**src/rtl/lpm_pkg.sv**
```systemverilog
package lpm_pkg;
  typedef enum logic [1:0] {
    ST_RUN    = 2'd0,
    ST_IDLE   = 2'd1,
    ST_PDOWN  = 2'd2,
    ST_SETTLE = 2'd3
  } lpmState_e;

  // strobes from control to datapath
  typedef struct packed {
    logic acceptWr;  // register writes allowed
    logic clrCtrl;   // clear control bits (wake done)
    logic cntClr;    // restart settle counter
    logic cntInc;    // advance settle counter
    logic cpuOn;     // processor-side clocks on
    logic periphOn;  // peripheral clocks may follow their enables
    logic oscOn;     // oscillator enabled from the clocked side
    logic pdArm;     // external line may raise the oscillator enable
  } lpmStrobe_t;
endpackage

```
**src/rtl/lpm_datapath.sv**
```systemverilog
module lpm_datapath
  import lpm_pkg::*;
#(
  parameter int NPERIPH = 8,
  parameter logic [NPERIPH-1:0] PERIPH_RST = '1,
  parameter int SETTLE_MIN = 4,
  parameter int SETTLE_MAX = 4096,
  parameter int LimW = $clog2(SETTLE_MAX) + 1
) (
  input  logic               clk,
  input  logic               rstN,
  input  lpmStrobe_t         strb,
  input  logic               ctrlWe,
  input  logic [1:0]         ctrlWdata,
  input  logic               periphWe,
  input  logic [NPERIPH-1:0] periphWdata,
  input  logic               extWakeAsync,
  input  logic               oscReady,
  input  logic [LimW-1:0]    settleLimit,
  output logic               wrIdle,
  output logic               wrPd,
  output logic               extSync,
  output logic               cntDone,
  output logic               cpuClkEn,
  output logic [NPERIPH-1:0] periphClkEn,
  output logic               oscEn,
  output logic [1:0]         ctrlBits
);
  localparam logic [LimW-1:0] MinL = LimW'(SETTLE_MIN);
  localparam logic [LimW-1:0] MaxL = LimW'(SETTLE_MAX);

  logic [1:0]         ctrlReg;
  logic [NPERIPH-1:0] periphEnReg;
  logic [1:0]         syncFf;
  logic [LimW-1:0]    settleCnt;
  logic [LimW-1:0]    effLimit;

  // decoded, accepted control writes; power-down wins over idle
  assign wrPd   = ctrlWe && strb.acceptWr && ctrlWdata[1];
  assign wrIdle = ctrlWe && strb.acceptWr && ctrlWdata[0] && !ctrlWdata[1];

  always_ff @(posedge clk or negedge rstN) begin
    if (!rstN) begin
      ctrlReg <= 2'b00;
    end else if (strb.clrCtrl) begin
      ctrlReg <= 2'b00;
    end else if (wrPd) begin
      ctrlReg <= 2'b10;
    end else if (wrIdle) begin
      ctrlReg <= 2'b01;
    end
  end

  always_ff @(posedge clk or negedge rstN) begin
    if (!rstN) begin
      periphEnReg <= PERIPH_RST;
    end else if (periphWe && strb.acceptWr) begin
      periphEnReg <= periphWdata;
    end
  end

  // two-flop synchroniser for the external wake line
  always_ff @(posedge clk or negedge rstN) begin
    if (!rstN) begin
      syncFf <= 2'b00;
    end else begin
      syncFf <= {syncFf[0], extWakeAsync};
    end
  end
  assign extSync = syncFf[1];

  // clamp programmed settle length
  always_comb begin
    if (settleLimit < MinL) begin
      effLimit = MinL;
    end else if (settleLimit > MaxL) begin
      effLimit = MaxL;
    end else begin
      effLimit = settleLimit;
    end
  end

  always_ff @(posedge clk or negedge rstN) begin
    if (!rstN) begin
      settleCnt <= '0;
    end else if (strb.cntClr) begin
      settleCnt <= '0;
    end else if (strb.cntInc) begin
      settleCnt <= settleCnt + 1'b1;
    end
  end

  assign cntDone = oscReady && (settleCnt == effLimit - 1'b1);

  assign cpuClkEn    = strb.cpuOn;
  assign periphClkEn = periphEnReg & {NPERIPH{strb.periphOn}};
  // asynchronous path: external line restarts the oscillator with no clock
  assign oscEn       = strb.oscOn || (strb.pdArm && extWakeAsync);
  assign ctrlBits    = ctrlReg;
endmodule

```
**src/rtl/lpm_control.sv**
```systemverilog
module lpm_control
  import lpm_pkg::*;
#(
  parameter int NIRQ = 4
) (
  input  logic            clk,
  input  logic            rstN,
  input  logic [NIRQ-1:0] irqPend,
  input  logic            extSync,
  input  logic            wrIdle,
  input  logic            wrPd,
  input  logic            oscReady,
  input  logic            cntDone,
  output lpmStrobe_t      strb
);
  lpmState_e state, stateNxt;

  always_ff @(posedge clk or negedge rstN) begin
    if (!rstN) begin
      state <= ST_RUN;
    end else begin
      state <= stateNxt;
    end
  end

  always_comb begin
    stateNxt = state;
    strb     = '0;
    unique case (state)
      ST_RUN: begin
        strb.acceptWr = 1'b1;
        strb.cpuOn    = 1'b1;
        strb.periphOn = 1'b1;
        strb.oscOn    = 1'b1;
        if (wrPd) begin
          stateNxt = ST_PDOWN;
        end else if (wrIdle) begin
          stateNxt = ST_IDLE;
        end
      end
      ST_IDLE: begin
        strb.periphOn = 1'b1;
        strb.oscOn    = 1'b1;
        if ((|irqPend) || extSync) begin
          strb.clrCtrl = 1'b1;
          stateNxt     = ST_RUN;
        end
      end
      ST_PDOWN: begin
        // internal interrupts deliberately not examined here
        strb.pdArm  = 1'b1;
        strb.cntClr = 1'b1;
        if (extSync) begin
          stateNxt = ST_SETTLE;
        end
      end
      ST_SETTLE: begin
        strb.oscOn = 1'b1;
        if (!oscReady) begin
          strb.cntClr = 1'b1;
        end else if (cntDone) begin
          strb.clrCtrl = 1'b1;
          strb.cntClr  = 1'b1;
          stateNxt     = ST_RUN;
        end else begin
          strb.cntInc = 1'b1;
        end
      end
      default: stateNxt = ST_RUN;
    endcase
  end
endmodule

```
**src/rtl/lpm_clock_ctrl.sv**
```systemverilog
module lpm_clock_ctrl
  import lpm_pkg::*;
#(
  parameter int NPERIPH = 8,
  parameter int NIRQ = 4,
  parameter logic [NPERIPH-1:0] PERIPH_RST = '1,
  parameter int SETTLE_MIN = 4,
  parameter int SETTLE_MAX = 4096,
  localparam int LimW = $clog2(SETTLE_MAX) + 1
) (
  input  logic               clk,
  input  logic               rstN,
  input  logic               ctrlWe,
  input  logic [1:0]         ctrlWdata,
  input  logic               periphWe,
  input  logic [NPERIPH-1:0] periphWdata,
  input  logic [NIRQ-1:0]    irqPend,
  input  logic               extWakeAsync,
  input  logic               oscReady,
  input  logic [LimW-1:0]    settleLimit,
  output logic               cpuClkEn,
  output logic [NPERIPH-1:0] periphClkEn,
  output logic               oscEn,
  output logic [1:0]         ctrlBits
);
  lpmStrobe_t strb;
  logic wrIdle, wrPd, extSync, cntDone;

  lpm_control #(.NIRQ(NIRQ)) u_ctrl (
    .clk      (clk),
    .rstN     (rstN),
    .irqPend  (irqPend),
    .extSync  (extSync),
    .wrIdle   (wrIdle),
    .wrPd     (wrPd),
    .oscReady (oscReady),
    .cntDone  (cntDone),
    .strb     (strb)
  );

  lpm_datapath #(
    .NPERIPH    (NPERIPH),
    .PERIPH_RST (PERIPH_RST),
    .SETTLE_MIN (SETTLE_MIN),
    .SETTLE_MAX (SETTLE_MAX),
    .LimW       (LimW)
  ) u_dp (
    .clk          (clk),
    .rstN         (rstN),
    .strb         (strb),
    .ctrlWe       (ctrlWe),
    .ctrlWdata    (ctrlWdata),
    .periphWe     (periphWe),
    .periphWdata  (periphWdata),
    .extWakeAsync (extWakeAsync),
    .oscReady     (oscReady),
    .settleLimit  (settleLimit),
    .wrIdle       (wrIdle),
    .wrPd         (wrPd),
    .extSync      (extSync),
    .cntDone      (cntDone),
    .cpuClkEn     (cpuClkEn),
    .periphClkEn  (periphClkEn),
    .oscEn        (oscEn),
    .ctrlBits     (ctrlBits)
  );
endmodule

```
**config.mk**
```make
export PLATFORM = sky130hd
export DESIGN_NAME = lpm_clock_ctrl
export DESIGN_NICKNAME = d
export VERILOG_FILES = /design/src/rtl/lpm_pkg.sv /design/src/rtl/lpm_datapath.sv /design/src/rtl/lpm_control.sv /design/src/rtl/lpm_clock_ctrl.sv
export SDC_FILE = /design/constraint.sdc
export NUM_CORES = 1
export LEC_CHECK = 0
export CAP_MARGIN = 20
export CORE_AREA = 2 2 88 90
export CTS_CLUSTER_SIZE = 16
export DETAILED_ROUTE_END_ITERATION = 6
export DIE_AREA = 0 0 90 92
export DONT_BUFFER_PORTS = 1
export HOLD_SLACK_MARGIN = 0.15
export PLACE_DENSITY = 0.39
export SLEW_MARGIN = 20
export SYNTH_ARGS = -nofsm -noshare
export SYNTH_HDL_FRONTEND = slang
export SYNTH_SLANG_ARGS = --single-unit
export TNS_END_PERCENT = 1
```
**constraint.sdc**
```tcl
create_clock -name clk -period 3.05 [get_ports clk]
set_input_delay 0.61 -clock clk [delete_from_list [all_inputs] [get_ports clk]]
set_output_delay 0.61 -clock clk [all_outputs]
set_load 0.005 [all_outputs]
```
Yosys cells after proc, flatten, opt, wreduce, memory -nomap -nowiden
Index checks and enable logic that the tools add are counted.
- add/sub/neg operators: 2
- magnitude comparators: 2
- equality and inequality tests: 9
- multiplexer cells: 25
- bitwise operators: 1
- reductions and logical operators: 17
- operator list (kind ; number):
    $mux 13 ; 4
    $mux 2 ; 8
    $add 13x1->13 const B ; 1
    $eq 13x13->1 ; 1
    $gt 13x13->1 const B ; 1
    $lt 13x3->1 const B ; 1
    $sub 13x1->13 const B ; 1
    $mux 1 ; 10
    $and 8x8->8 ; 1
    $pmux 2 s4 ; 1
    $logic_and 1x1->1 ; 7
    $reduce_and 5->1 ; 1
    $eq 2x2->1 const B ; 2
    $ne 2x1->1 const B ; 2
    $ne 2x2->1 const B ; 2
    $pmux 1 s2 ; 2
    $reduce_or 4->1 ; 1
    $ne 3x1->1 const B ; 1
    $reduce_bool 3->1 ; 1
    $reduce_or 3->1 ; 1
    $eq 2x1->1 const B ; 1
    $logic_not 2->1 ; 1
    $logic_or 1x1->1 ; 2
    $reduce_bool 2->1 ; 1
    2 further kinds ; 2
- flip-flop bits (word level): 27
- bits of input ports: 33
- output and inout port bits: 12
- word-level logic and storage cells: 61

Logic depth before layout (Yosys ltp)
- depth in word-level cells: 11
- depth in mapped cells: 14
- depth with buffers taken out: 11

By module
A second synthesis with hierarchy kept.
- cell total of the unflattened synthesis: 237
- area total of the unflattened synthesis: 2072.0 um^2
- modules (own cells, without submodules) (module ; instances ; cells an instance ; area each (um^2) ; seq. area each (um^2)):
    lpm_datapath ; 1 ; 215 ; 1895.6 ; 635.6
    lpm_control ; 1 ; 22 ; 176.4 ; 50.0

Least setup slack after synthesis
OpenSTA, ideal clock, no wires.
- path type: input-to-reg
- start: in settleLimit[5]
- end: reg u_dp.settleCnt[8]
- setup time: 0.094 ns
- arrival time: 3.479 ns
- data required time: 2.956 ns
- setup slack: -0.523 ns
- stages on the path: 13
- buffers on the path: 3
- path through: clkbuf_1 nor4_2 a31oi_1 nand2_1 ha_1 or3b_1 a2111oi_0 or3_1 o221ai_1 nor2b_2 buf_6 buf_12 a211oi_1
- cells in the longest elaborated chain, start to end: 10
- elaborated cells on any way between the ends: 15
- those cells by class: add/sub (1); order compare (2); eq/ne (1); mux (9); reduce/logical (2)
- RTL lines (what ; RTL line ; text):
    start, declared ; lpm_clock_ctrl.sv:20 ; input logic [LimW-1:0] settleLimit,
    $gt 13x13->1 ; lpm_datapath.sv:76 ; end else if (settleLimit > MaxL) begin
    $mux 13 ; lpm_datapath.sv:76 ;
    $mux 13 (*) ; lpm_datapath.sv:74 ; if (settleLimit < MinL) begin
    $sub 13x1->13 (*) ; lpm_datapath.sv:93 ; assign cntDone = oscReady && (settleCnt == effLimit - 1'b1);
    $eq 13x13->1 (*) ; lpm_datapath.sv:93 ;
    $logic_and 1x1->1 (*) ; lpm_datapath.sv:93 ;
    $mux 2 / $mux 1 (equally long branches) ; lpm_control.sv:61 ; end else if (cntDone) begin
    $mux 1 ; lpm_control.sv:59 ; if (!oscReady) begin
    $pmux 1 s2 / $mux 1 (equally long branches) ; lpm_control.sv:29 ; unique case (state)
    $mux 13 / $reduce_bool 2->1 (equally long branches) ; - ;
    end signal, assigned ; lpm_datapath.sv:89 ; settleCnt <= settleCnt + 1'b1;
    end, declared ; lpm_datapath.sv:35 ; logic [LimW-1:0] settleCnt;
Every way passes the cells marked *; elsewhere a longest branch is shown, timed or not.
A chain may end at the register's enable or synchronous reset.

Final worst setup path
- start: in settleLimit[8]
- end: reg u_dp.ctrlReg[1], in the netlist u_dp.ctrlBits[1]
- cells in the longest elaborated chain, start to end: 10
- elaborated cells on any way between the ends: 12
- those cells by class: add/sub (1); order compare (2); eq/ne (1); mux (6); reduce/logical (2)
- RTL lines (what ; RTL line ; text):
    $gt 13x13->1 ; lpm_datapath.sv:76 ;
    $mux 13 ; lpm_datapath.sv:76 ;
    $mux 13 (*) ; lpm_datapath.sv:74 ;
    $sub 13x1->13 (*) ; lpm_datapath.sv:93 ;
    $eq 13x13->1 (*) ; lpm_datapath.sv:93 ;
    $logic_and 1x1->1 (*) ; lpm_datapath.sv:93 ;
    $mux 2 (*) ; lpm_control.sv:61 ;
    $mux 1 (*) ; lpm_control.sv:59 ;
    $pmux 1 s2 (*) ; lpm_control.sv:29 ;
    $reduce_bool 3->1 (no line) / $mux 2 (equally long branches) ; - ;
    end signal, assigned ; lpm_datapath.sv:46 ; ctrlReg <= 2'b00;
    end signal, assigned ; lpm_datapath.sv:48 ; ctrlReg <= 2'b10;
    end signal, assigned ; lpm_datapath.sv:50 ; ctrlReg <= 2'b01;
    end, declared ; lpm_datapath.sv:32 ; logic [1:0] ctrlReg;
Marks and branches as above.

==> metrics.cfg <==
[global_routing]
grt_overflow = 0
track_usage = 0.145
grt_start_max_net_pins = 25
antenna_found_initial = 0
grt_pass1_wl_um = 9660
grt_pass1_vias = 1919

[power_and_ir_drop]
power_frac_clock = 0.302
p_seq_frac = 0.535
p_switching_uw = 188
p_per_area_nw_per_um2 = 292
p_int_uw = 514
leakage_uw = 0.000806
p_sw_frac = 0.268
power.share.combinational = 0.163
vdd_drop_max_v = 0.000222

[placed_design]
hpwl_um = 4330
place_congestion = 0.760
dpl_cell_area_um2 = 2290
portBuffers = 0

[logic_synthesis]
yosysSeqAreaShare = 0.321
synthFlopType = dfrtp_1
synth-simple-area-share = 0.281
ys_async_sr_fraction = 1.00
synth_compound_area_frac = 0.194
syn_avg_cell_area_um2 = 9.09
synth_cell_type_count = 58
yosys_warnings = 0
netlist_area_um2 = 2140
syn_nets = 270
synth-edff-count = 0
synthCells = 235
synth_fa_ha_area_frac = 0.0117
synth_top_cells_by_area = dfrtp_1 (22%), dfstp_2 (9.8%), mux2_2 (4.2%)
yosysTopAreaCellShare = 0.223
yosysTopAreaCell = dfrtp_1
muxShareOfSynthArea = 0.0615
synthXorXnorAreaFrac = 0.0697
synth_top_family_by_area = simple AND/OR/NAND/NOR gates
synth-seq-cells = 27

[sta]
finClkSkew_ps = 5.24
tightest_slew_ps = 827
timing.fmax_ghz = 0.347
hold_viol = 0
tns_ps = 0
finalCritPeriodShare = 0.945
relSlewSlack = 0.447
report.final.slew_viol_count = 0
period_minus_slack_ps = 2880
report.final.setup_viol = 0
rsz0062_at_grt = true

[critical_path]
crit_chain = nor4_4 > a31oi_2 > nand2_1 > ha_4 > or3b_4 > o41ai_4 > o2111ai_2 > a211oi_2 > nand4_1 > nor2b_2 > buf_4 > a311oi_1
startpoint_type = primary input
cp.required_ps = 3180
worstPathArrival_ps = 3010
endpoint_kind = flip-flop
path_max_fanout = 9
r2r_end = u_dp.ctrlBits[1]
slowest_stage = or3b_4
timing.reg2reg.setup_slack_ps = 840
r2r_start = u_dp.settleCnt[2]
path_delay_family = simple AND/OR/NAND/NOR gates
cp_num_cells = 12
slowest_delay_ps = 400
reg2reg_depth = 9
crit_start = settleLimit[8]
path_buf_inv = 1
worstSetupPathType = primary input to flip-flop
endpoint = u_dp.ctrlBits[1]

[hold_path]
hp-class = primary input to flip-flop
min_from = extWakeAsync

[cells_and_area]
drive_gt1_frac = 0.225
multi_input_area_um2 = 1390
fill_cells = 811
seqCellArea_um2 = 686
diodes = 0
final_nets = 272
post-route-util = 0.322
area_growth_pct = 12.4
final_area_um2 = 2400

[detailed_routing]
via_count = 1851
drc_errors = 0
vias_per_cell = 5.48
routed_wl_um = 5830
wl_per_cell_um = 17.3
ant_nets = 0
drtPass1Iterations = 5
drt_iter0_markers = 46

[clock_network]
clock_path_buffers = 2
path_clk_slew_ps = 90
cts_root_buf = clkbuf_8
post_cts_buffers = 0
insertion_delay_ps = 280
cts_tree = yes
numCtsBuffers = 3
cts.htree.levels = 1
cts.sinks = 27

[flow_run]
drv_cap = 0

[status]
status = complete, no violations

[floorplanning]
pin_count = 45
start_util = 0.287
fp-row-count = 32
core_um2 = 7450
die_area_um2 = 8280
die_h_um = 92
die_x_um = 90

[routing by layer]
metal / GRT usage / part of all wire / wire (um)
met2: 0.245 / 0.48 / 2820
met1: 0.189 / 0.45 / 2640
met4: 0.0423 / 0.010 / 61
met5: 0 / 0 / 0
met3: 0.0279 / 0.055 / 318
[timing repair]
item / 4_1_cts / 5_1_grt
endpoints found under the setup margin: 0 / 16
resized for setup: 0 / 5
hold buffers: 2 / 0
hold endpoints to repair: 24 / 0
[state kept, by name (all words and copies together), names as in the netlist]
| name | cells |
|---|---|
| u_dp.ctrlBits | 2 |
| u_dp.periphEnReg | 8 |
| u_dp.syncFf | 2 |
| u_ctrl.state | 2 |
| u_dp.settleCnt | 13 |
[power groups by stage]
| stage | sequential [uW] | clock (uW) | combinational, uW |
|---|---|---|---|
| after floorplan | 377 | 0 | 86.5 |
| after CTS | 375 | 226 | 110 |
| after detailed placement | 381 | 0 | 97.8 |
| final | 375 | 212 | 115 |
| after global placement | 382 | 0 | 98.9 |
| after global routing | 376 | 240 | 128 |
[placed cells by master, fill, tap and decap left out, drive strengths merged, types with 6 or more instances in the layout]
cell type	synthesis	final
nor2	15	15
nor4	8	8
buf	5	14
dfrtp	19	19
nor2b	15	15
dfstp	8	8
xnor2	10	10
nor3	10	10
xor2	7	7
mux2	9	9
nand4	6	6
nand2	7	7
a211oi	13	13
nand3	14	14
[cell usage after synthesis (all sizes together) (4+ instances only)]
library cell and count:
a211oi 13, a21oi 5, a31oi 5, buf 5, clkbuf 13, dfrtp 19, dfstp 8, inv 5
mux2 9, nand2 7, nand3 14, nand4 6, nand4b 4, nor2 15, nor2b 15, nor3 10
nor3b 4, nor4 8, o21ai 5, or3 4, xnor2 10, xor2 7
[stage by stage]
step                setup slack, ps  cells  hold slack, ps  power [uW]
floorplan                      -436    235             314         463
global placement               -216    332             315         480
detailed placement             -236    332             316         479
CTS                            63.5    338             343         711
global route                  -26.3    338             331         744
finish                          167    338             354         702
[how the worst min path moves through the flow]
stage                              endpoint  cells past startpoint
after floorplan             u_ctrl.state[0]                      0
after global placement    u_dp.settleCnt[9]                      0
after detailed placement  u_dp.settleCnt[9]                      0
after CTS                    u_dp.syncFf[0]                      0
after global routing         u_dp.syncFf[0]                      0
final                        u_dp.syncFf[0]                      0
[logic make-up (layout without fill, tap and decap cells)]
family,after synthesis,after routing
fa+ha+maj,2,2
compound gates,52,52
buf+inv,24,25
xor+xnor,17,17
flops,27,27
mux,12,12
simple gates,101,101
[layout make-up]
type	instances	share of cell area
timing repair buffer	15	0.0532
clock inverter	1	0.00313
sequential	27	0.286
inverter	6	0.00938
clock buffer	3	0.0172
tap	102	0.0532
multi-input combinational	184	0.578
[worst reg2reg max path, stage by stage, from the launching register on]
cell      delay [ps]
dfrtp_1          480
xor2_1           240
buf_4            160
nor4_1           150
o311ai_0         170
a32oi_1          240
nand4_1          180
nor2b_2          160
buf_4            170
a311oi_1         100
Power figures use the tool's default switching activity.
